$ cat src/rtl/ddr3_dec_pkg.sv
package ddr3_dec_pkg;
    localparam int CMD_W = 4;

    typedef enum logic [CMD_W-1:0] {
        CMD_NOP    = 4'd0,
        CMD_DESEL  = 4'd1,
        CMD_ACT    = 4'd2,
        CMD_RD     = 4'd3,
        CMD_WR     = 4'd4,
        CMD_PRE    = 4'd5,
        CMD_REF    = 4'd6,
        CMD_MRS    = 4'd7,
        CMD_ZQC    = 4'd8
    } cmd_e;
endpackage

$ cat src/rtl/ddr3_cmd_class.sv
module ddr3_cmd_class
    import ddr3_dec_pkg::*;
(
    input  logic cke,
    input  logic cs_n,
    input  logic ras_n,
    input  logic cas_n,
    input  logic we_n,
    output cmd_e cmd
);
    always_comb begin
        cmd = CMD_NOP;
        if (!cke) begin
            cmd = CMD_NOP;
        end else if (cs_n) begin
            cmd = CMD_DESEL;
        end else begin
            unique case ({ras_n, cas_n, we_n})
                3'b111: cmd = CMD_NOP;
                3'b011: cmd = CMD_ACT;
                3'b101: cmd = CMD_RD;
                3'b100: cmd = CMD_WR;
                3'b010: cmd = CMD_PRE;
                3'b001: cmd = CMD_REF;
                3'b000: cmd = CMD_MRS;
                3'b110: cmd = CMD_ZQC;
                default: cmd = CMD_NOP;
            endcase
        end
    end
endmodule

$ cat src/rtl/ddr3_field_map.sv
module ddr3_field_map
    import ddr3_dec_pkg::*;
#(
    parameter int ADDR_W = 16,
    parameter int BANK_W = 3,
    parameter int COL_W  = 10,
    parameter int MR_W   = 2,
    parameter int AP_BIT = 10,
    parameter int BC_BIT = 12
) (
    input  cmd_e              cmd,
    input  logic [BANK_W-1:0] ba,
    input  logic [ADDR_W-1:0] addr,
    output logic [BANK_W-1:0] bank,
    output logic [ADDR_W-1:0] row,
    output logic [COL_W-1:0]  col,
    output logic              auto_pre,
    output logic              pre_all,
    output logic              bc4,
    output logic [MR_W-1:0]   mr_sel,
    output logic [ADDR_W-1:0] mr_opcode
);
    always_comb begin
        bank      = '0;
        row       = '0;
        col       = '0;
        auto_pre  = 1'b0;
        pre_all   = 1'b0;
        bc4       = 1'b0;
        mr_sel    = '0;
        mr_opcode = '0;
        unique case (cmd)
            CMD_ACT: begin
                bank = ba;
                row  = addr;
            end
            CMD_RD, CMD_WR: begin
                bank     = ba;
                col      = addr[COL_W-1:0];
                auto_pre = addr[AP_BIT];
                bc4      = ~addr[BC_BIT];
            end
            CMD_PRE: begin
                pre_all = addr[AP_BIT];
                bank    = addr[AP_BIT] ? '0 : ba;
            end
            CMD_MRS: begin
                mr_sel    = ba[MR_W-1:0];
                mr_opcode = addr;
            end
            default: ;
        endcase
    end
endmodule

$ cat src/rtl/ddr3_cmd_decoder.sv
module ddr3_cmd_decoder
    import ddr3_dec_pkg::*;
#(
    parameter int ADDR_W = 16,
    parameter int BANK_W = 3,
    parameter int COL_W  = 10,
    parameter int MR_W   = 2
) (
    input  logic              clk,
    input  logic              rst_n,
    input  logic              cke,
    input  logic              cs_n,
    input  logic              ras_n,
    input  logic              cas_n,
    input  logic              we_n,
    input  logic [BANK_W-1:0] ba,
    input  logic [ADDR_W-1:0] addr,
    output logic [CMD_W-1:0]  cmd,
    output logic [BANK_W-1:0] bank,
    output logic [ADDR_W-1:0] row,
    output logic [COL_W-1:0]  col,
    output logic              auto_pre,
    output logic              pre_all,
    output logic              bc4,
    output logic [MR_W-1:0]   mr_sel,
    output logic [ADDR_W-1:0] mr_opcode
);
    localparam int AP_BIT = 10;
    localparam int BC_BIT = 12;

    cmd_e              cmd_d;
    logic [BANK_W-1:0] bank_d;
    logic [ADDR_W-1:0] row_d;
    logic [COL_W-1:0]  col_d;
    logic              ap_d;
    logic              pall_d;
    logic              bc4_d;
    logic [MR_W-1:0]   mrs_d;
    logic [ADDR_W-1:0] op_d;

    ddr3_cmd_class u_class (
        .cke   (cke),
        .cs_n  (cs_n),
        .ras_n (ras_n),
        .cas_n (cas_n),
        .we_n  (we_n),
        .cmd   (cmd_d)
    );

    ddr3_field_map #(
        .ADDR_W (ADDR_W),
        .BANK_W (BANK_W),
        .COL_W  (COL_W),
        .MR_W   (MR_W),
        .AP_BIT (AP_BIT),
        .BC_BIT (BC_BIT)
    ) u_fields (
        .cmd       (cmd_d),
        .ba        (ba),
        .addr      (addr),
        .bank      (bank_d),
        .row       (row_d),
        .col       (col_d),
        .auto_pre  (ap_d),
        .pre_all   (pall_d),
        .bc4       (bc4_d),
        .mr_sel    (mrs_d),
        .mr_opcode (op_d)
    );

    always_ff @(posedge clk) begin
        if (!rst_n) begin
            cmd       <= CMD_NOP;
            bank      <= '0;
            row       <= '0;
            col       <= '0;
            auto_pre  <= 1'b0;
            pre_all   <= 1'b0;
            bc4       <= 1'b0;
            mr_sel    <= '0;
            mr_opcode <= '0;
        end else begin
            cmd       <= cmd_d;
            bank      <= bank_d;
            row       <= row_d;
            col       <= col_d;
            auto_pre  <= ap_d;
            pre_all   <= pall_d;
            bc4       <= bc4_d;
            mr_sel    <= mrs_d;
            mr_opcode <= op_d;
        end
    end
endmodule

$ cat config.mk
export PLATFORM = sky130hd
export DESIGN_NAME = ddr3_cmd_decoder
export DESIGN_NICKNAME = d
export VERILOG_FILES = /design/src/rtl/ddr3_dec_pkg.sv /design/src/rtl/ddr3_cmd_class.sv /design/src/rtl/ddr3_field_map.sv /design/src/rtl/ddr3_cmd_decoder.sv
export SDC_FILE = /design/constraint.sdc
export NUM_CORES = 1
export LEC_CHECK = 0
export ABC_CLOCK_PERIOD_IN_PS = 1800
export BUFFER_PORTS_ARGS = -buffer_cell sky130_fd_sc_hd__clkbuf_2
export CAP_MARGIN = 40
export CORE_MARGIN = 2
export CORE_UTILIZATION = 39
export DETAILED_ROUTE_END_ITERATION = 10
export GPL_TIMING_DRIVEN = 0
export MAX_ROUTING_LAYER = met4
export PLACE_DENSITY = 0.73
export SYNTH_ARGS = -nofsm -noshare
export SYNTH_HDL_FRONTEND = slang
export SYNTH_SLANG_ARGS = --single-unit
$ cat constraint.sdc
create_clock -name clk -period 1.8 [get_ports clk]
set_input_delay 0.36 -clock clk [delete_from_list [all_inputs] [get_ports clk]]
set_output_delay 0.36 -clock clk [all_outputs]
set_load 0.02 [all_outputs]
# --- Word level (Yosys, flattened, before mapping) ---
# Memory sizes are Yosys's and may differ from the RTL's.
# Index checks and enable logic that the tools add are counted.
word_totals:
  reg_bits: 54
  mem_bits_ro: 32
  in_bits: 26
  elab_cells: 26
  mem_count: 1
memory_table:
  columns: ["name", "depth", "width", "rd", "rd_ports_with_merged_regs", "write_ports", "line", "rtl"]
  rows:
  - ["(name not given)", 8, 4, 1, 0, 0, "ddr3_cmd_class.sv:18", "unique case ({ras_n, cas_n, we_n})"]
op_classes:
  n_eq_ne: 5
  muxes: 4
  n_bitwise: 1
  n_reduce_logical: 6
op_table:
  columns: ["op", "n"]
  rows:
  - ["$eq A4 B3 Y1 const B", 3]
  - ["$eq A4 B2 Y1 const B", 2]
  - ["$mux W4", 2]
  - ["$reduce_and A2 Y1", 4]
  - ["$pmux W3 S2", 1]
  - ["$mux W3", 1]
  - ["$reduce_or A3 Y1", 1]
  - ["$reduce_or A2 Y1", 1]
  - ["$not A1 Y1", 1]

# --- Longest topological paths before layout ---
# Gate-level depths: netlist of run 1.
# An unclocked memory read counts as a cell.
depth:
  depth_word: 6
  depth_mapped: 4
  depth_no_buf: 3

# --- Modules after synthesis ---
# From an unflattened synthesis of run 1, not the netlist that was laid out.
hier_totals:
  hier_cells: 189
  hier_area_um2: 2013.2
by_module_without_submodules:
  columns: ["mod", "instances", "cells_each", "area_per_inst_um2", "seq_area_each_um2"]
  rows:
  - ["ddr3_cmd_decoder", 1, 113, 1511.4, 1081.0]
  - ["ddr3_field_map", 1, 66, 427.9, 0.0]
  - ["ddr3_cmd_class", 1, 10, 73.8, 0.0]

# --- Least setup slack after synthesis of run 1 ---
# OpenSTA, ideal clock, no wires.
synth_timing:
  path_type: "input-to-reg"
  startpoint: "in cs_n"
  endpoint: "reg mr_opcode[10]"
  setup_time_ps: 59
  t_arrival_ps: 1102
  setup_slack_ps: 639
  stages: 4
  n_path_buf: 1
  cell_sequence: "nand3b_4 > nor4_4 > buf_4 > and2_1"
synth_between:
  elab_chain_len: 4
synth_rtl:
  columns: ["element", "line", "rtl"]
  rows:
  - ["from (decl)", "ddr3_cmd_decoder.sv:12", "input logic cs_n,"]
  - ["$mux W4", "ddr3_cmd_class.sv:15", "end else if (cs_n) begin"]
  - ["$mux W4", "ddr3_cmd_class.sv:13", "if (!cke) begin"]
  - ["$eq A4 B3 Y1", "ddr3_field_map.sv:32", "unique case (cmd)"]
  - ["$reduce_and A2 Y1 (no line)", null, null]
  - ["to (signal assigned)", "ddr3_cmd_decoder.sv:91", "mr_opcode <= op_d;"]
  - ["to (decl)", "ddr3_cmd_decoder.sv:26", "output logic [ADDR_W-1:0] mr_opcode"]
# No other way between the ends.
# A chain may end at the register's enable or synchronous reset.

# --- Worst setup path in the final report of run 1 ---
layout_timing:
  startpoint: "in cs_n"
  endpoint: "reg mr_opcode[8]"
# The elaborated chain is that of the path after synthesis.

==> impl_metrics.env, run 1 <==
export IMPL_cts_root_buffer="clkbuf_8"
export IMPL_grt_pass1_wl_um=4540
export IMPL_grt_max_degree=16
export IMPL_synthTopCellsByCount="dfxtp_1, and2_1, nor2_1"
export IMPL_grt_pass1_vias=962
export IMPL_dpl_hpwl_um=2292
export IMPL_yosysMostFrequentCell="dfxtp_1"
export IMPL_yosysSeqAreaShare_pct=67.82
export IMPL_drv_cap=0
export IMPL_cp_cell_sequence="clkbuf_2 > nand3b_4 > nor4_4 > buf_4 > and2_1"
export IMPL_placed_area_mm2=0.002052
export IMPL_vias=1112
export IMPL_hp_class="input pin to flop"
export IMPL_synth_edf_count=0
export IMPL_fin_util_pct=53.69
export IMPL_yosys_warnings=0
export IMPL_drv_slew=0
export IMPL_gp_congestion=0.6696
export IMPL_ys_types=19
export IMPL_synth_seq_cells=54
export IMPL_status="finished, final reports clean"
export IMPL_critical_path_buf_inv_count=2
export IMPL_initial_core_util_pct=40.14
export IMPL_cts_tree="built"
export IMPL_worst_pin_slew_ps=531.2
export IMPL_slowest_stage="nor4_4"
export IMPL_final_nets=239
export IMPL_finalInstanceArea_mm2=0.002132
export IMPL_finalPower_mw=1.935
export IMPL_final_cells=263
export IMPL_crit_fanout=10
export IMPL_min_period_over_period_pct=70.74
export IMPL_wirelength_um=3063
export IMPL_peakVddDrop_mv=0.4086
export IMPL_hold_viol_final=0
export IMPL_synthesis_area_mm2=0.001594
export IMPL_cts_resized=0
export IMPL_crit_family="simple AND/OR/NAND/NOR gates"
export IMPL_via_per_inst=4.228
export IMPL_synth_top_area_share_pct=67.82
export IMPL_grt_ovfl_total=0
export IMPL_crit_arrival_ps=1520
export IMPL_post_drt_wl_per_cell_um=11.65
export IMPL_post_cts_buffers=0
export IMPL_die_area_mm2=0.004614
export IMPL_end_kind="flop"
export IMPL_slowest_delay_ps=430
export IMPL_layout_drive_gt1_share_pct=43.66
export IMPL_async_reset_ff_share_pct=0
export IMPL_netlist_instances=127
export IMPL_path_class="input pin to flop"
export IMPL_area_delta_synth_final_pct=33.75
export IMPL_fin_tns_setup_ps=0
export IMPL_power_density_mw_per_mm2=907.7
export IMPL_cts_hold_fix_buffers=0
export IMPL_fillerInstances=356
export IMPL_drt_first_pass_iters=4
export IMPL_first_iter_violations=42
export IMPL_drc=0
export IMPL_antenna_found_initial=0
export IMPL_rows=23
export IMPL_setup_violations=0
export IMPL_post_route_min_period_ps=1273
export IMPL_synth_ff_type="dfxtp_1"
export IMPL_required_ps=2050
export IMPL_yosys_area_top_type="dfxtp_1"
export IMPL_clkTransAtPathRegs_ps=90
export IMPL_htree_levels=2
export IMPL_diodes=0
export IMPL_track_usage_pct=14.30
export IMPL_ctsLongestPathBuffers=2
export IMPL_numCtsBuffers=5
export IMPL_syn_nets=153
export IMPL_antenna_left=0
export IMPL_clock_sinks=54
export IMPL_leakagePower_nw=1.059
export IMPL_rsz0062_at_grt="false"
export IMPL_placedCellCount=256
export IMPL_syn_avg_cell_area_um2=12.55
export IMPL_ys_top_cells_by_area="dfxtp_1, and2_1, buf_6"
export IMPL_place_ws_ps=148.6
export IMPL_setup_ws_ps=526.7
export IMPL_die_x_um=67.93
export IMPL_timing_fmax_mhz=785.3
export IMPL_num_io_pins=80
export IMPL_io_buffers=79
export IMPL_multi_input_area_um2=479.2
export IMPL_start_kind="input pin"
export IMPL_fp_dieH_um=67.93
export IMPL_maxSlewHeadroom_pct=64.32
export IMPL_holdWs_ps=234.3
export IMPL_core_area_mm2=0.003971
export IMPL_seq_area_mm2=0.001081
==> flip-flops by register name, indices dropped and copies added (netlist names) <==
name and count:
mr_opcode 16, row 16, col 10, cmd 4
bank 3, mr_sel 2, auto_pre 1, bc4 1
pre_all 1
==> path summary, 6_finish.rpt <==
path,startpoint,end,slack (ps),cells after the start
worst max-delay path,cs_n,mr_opcode[8],530,5
worst min-delay path,addr[12],bc4,230,2
==> report_power, final <==
| group | switching, mW | internal [mW] |
|---|---|---|
| combinational | 0.0574 | 0.0441 |
| clock | 0.359 | 0.267 |
| sequential | 0.00271 | 1.20 |
==> placed cells by master (no fill, tap or decap), types with 2 or more instances in the layout <==
cell type	synthesis	final
and2_1	45	45
and4_1	2	2
buf_6	2	2
clkbuf_2	0	79
clkbuf_8	0	5
dfxtp_1	54	54
maj3_1	2	2
nand2_1	2	2
nor2_1	5	5
nor2b_1	2	2
nor3b_1	3	3
==> logic make-up (layout without fill, tap and decap cells) <==
family | Yosys count | count (layout) | synth area share, %
buffers and inverters | 4 | 90 | 2.119
DFF | 54 | 54 | 67.82
adders and majority gates | 2 | 2 | 1.256
AOI/OAI and AO/OA | 2 | 2 | 0.7848
and+or+nand+nor | 65 | 65 | 28.02
==> final cells by class <==
type | instances | share of cell area [%]
Multi-Input combinational cell | 69 | 22.48
Clock inverter | 1 | 0.3521
Clock buffer | 6 | 3.404
Tap cell | 50 | 2.934
Buffer | 3 | 1.408
Timing Repair Buffer | 79 | 18.54
Inverter | 1 | 0.1761
Sequential cell | 54 | 50.70
==> layer usage <==
layer / track usage [%] / part of all wire (%)
met1: 15.71 / 41
met2: 22.09 / 46
met3: 6.414 / 11
met4: 6.750 / 1.2
met5: - / 0
Note: power is estimated with default switching activity, not from simulation.
==> run 2, diff against run 1 <==
ABC_CLOCK_PERIOD_IN_PS = 1100   (was 1800)
PLACE_DENSITY = 0.76   (was 0.73)
clock period = 1.1 ns   (was 1.8 ns; I/O delays follow)
==> impl_metrics.env, run 2 (synthesis gave the netlist of run 1 again) <==
export IMPL_status="finished, final reports clean"
export IMPL_setup_violations=0
export IMPL_crit_family="flip-flops"
export IMPL_layout_drive_gt1_share_pct=44.19
export IMPL_drt_first_pass_iters=4
export IMPL_final_nets=241
export IMPL_cts_resized=0
export IMPL_num_io_pins=80
export IMPL_required_ps=880
export IMPL_area_delta_synth_final_pct=34.69
export IMPL_hp_class="input pin to flop"
export IMPL_maxSlewHeadroom_pct=79.33
export IMPL_grt_ovfl_total=0
export IMPL_crit_fanout=1
export IMPL_antenna_left=0
export IMPL_htree_levels=2
export IMPL_end_kind="primary output"
export IMPL_layout_commonest_cell="clkbuf_2"
export IMPL_drv_slew=0
export IMPL_cts_tree="built"
export IMPL_min_period_over_period_pct=91.31
export IMPL_ctsLongestPathBuffers=2
export IMPL_clkTransAtPathRegs_ps=90
export IMPL_leakagePower_nw=1.070
export IMPL_die_x_um=67.93
export IMPL_power_switching_mw=0.6708
export IMPL_vias=1127
export IMPL_core_area_mm2=0.003971
export IMPL_rsz0062_at_grt="false"
export IMPL_hold_start="addr[12]"
export IMPL_post_route_min_period_ps=1004
export IMPL_rows=23
export IMPL_worst_pin_slew_ps=309.0
export IMPL_crit_path_start="mr_opcode[4]"
export IMPL_initial_core_util_pct=40.14
export IMPL_dpl_hpwl_um=2323
export IMPL_swShare_pct=21.28
export IMPL_fp_dieH_um=67.93
export IMPL_start_kind="flop"
export IMPL_io_buffers=79
export IMPL_pwr_share_comb_pct=5.3
export IMPL_grt_pass1_vias=996
export IMPL_cts_root_buffer="clkbuf_8"
export IMPL_critical_path_buf_inv_count=1
export IMPL_p_clk_share_pct=32.0
export IMPL_drc=0
export IMPL_wirelength_um=3018
export IMPL_finalPower_mw=3.152
export IMPL_die_area_mm2=0.004614
export IMPL_hold_viol_final=0
export IMPL_p_int_mw=2.481
export IMPL_fin_tns_setup_ps=0
export IMPL_slowest_delay_ps=330
export IMPL_clock_sinks=54
export IMPL_placedCellCount=256
export IMPL_grt_max_degree=16
export IMPL_slowest_stage="dfxtp_1"
export IMPL_grt_pass1_wl_um=4574
export IMPL_final_cells=265
export IMPL_fillerInstances=350
export IMPL_multi_input_area_um2=479.2
export IMPL_mostFrequentLayoutCells="clkbuf_2, dfxtp_1, and2_1"
export IMPL_timing_fmax_mhz=995.6
export IMPL_via_per_inst=4.253
export IMPL_first_iter_violations=41
export IMPL_gp_congestion=0.7602
export IMPL_power_density_mw_per_mm2=1468
export IMPL_track_usage_pct=14.00
export IMPL_seq_area_mm2=0.001081
export IMPL_hold_path_depth=2
export IMPL_path_class="flop to primary output"
export IMPL_antenna_found_initial=0
export IMPL_p_seq_share_pct=62.7
export IMPL_numCtsBuffers=5
export IMPL_fin_util_pct=54.06
export IMPL_cp_cell_sequence="clkbuf_2"
export IMPL_crit_arrival_ps=780
export IMPL_holdPathEnd="bc4"
export IMPL_diodes=0
export IMPL_top_regs="mr_opcode x16, row x16, col x10"
export IMPL_peakVddDrop_mv=0.4760
export IMPL_drv_cap=0
export IMPL_post_drt_wl_per_cell_um=11.39
==> run 2: cell types whose count changed in the layout (fill, tap and decap cells not counted) <==
| cell | delta |
|---|---|
| buf_4 | +2 |
==> run 2: worst max path at each step <==
| stage | end | slack [ps] | cells past startpoint |
|---|---|---|---|
| after floorplan | mr_opcode[10] | 80 | 4 |
| after global placement | mr_opcode[8] | -380 | 5 |
| after detailed placement | mr_opcode[8] | -360 | 5 |
| after CTS | mr_opcode[8] | 60 | 5 |
| after global routing | auto_pre | 40 | 1 |
| final | mr_opcode[4] | 100 | 1 |
==> run 2: layer usage <==
layer	global-route usage (%)	routed length, µm	vias to the layer above
met5	-	0	-
met4	6.750	52	0
li1	-	-	569
met2	22.45	1486	45
met1	15.57	1243	509
met3	4.770	235	4
==> run 2: layout make-up <==
cell class	count	share of cell area, %
inverters	1	0.1748
clock inverters	1	0.3497
multi-input cells	69	22.32
well taps	50	2.914
flip-flops and latches	54	50.35
plain buffers	3	1.399
clock buffers	6	3.380
repair buffers	81	19.11
==> run 2: power by group through the flow <==
stage	logic (mW)	clock network, mW	registers, mW
after CTS	0.171	1.05	1.98
after global routing	0.187	1.13	1.98
after floorplan	0.0475	0	2.04
after detailed placement	0.169	0	2.02
final	0.168	1.01	1.97
after global placement	0.167	0	2.02
==> run 2: metrics by stage <==
step	setup slack, ps	area (µm²)	hold WS (ps)
detailed placement	-361.1	2052	415.5
floorplan	79.42	1594	291.6
global placement	-382.5	2052	411.2
finish	95.56	2147	103.7
CTS	55.75	2147	91.80
global route	39.72	2147	97.16
==> run 2: what timing repair did <==
item                                    4_1_cts  5_1_grt
buffers inserted                              2        0
endpoints found under the setup margin       10        3
cloned                                        0        0
pin swaps                                     1        1
hold buffers                                  0        0
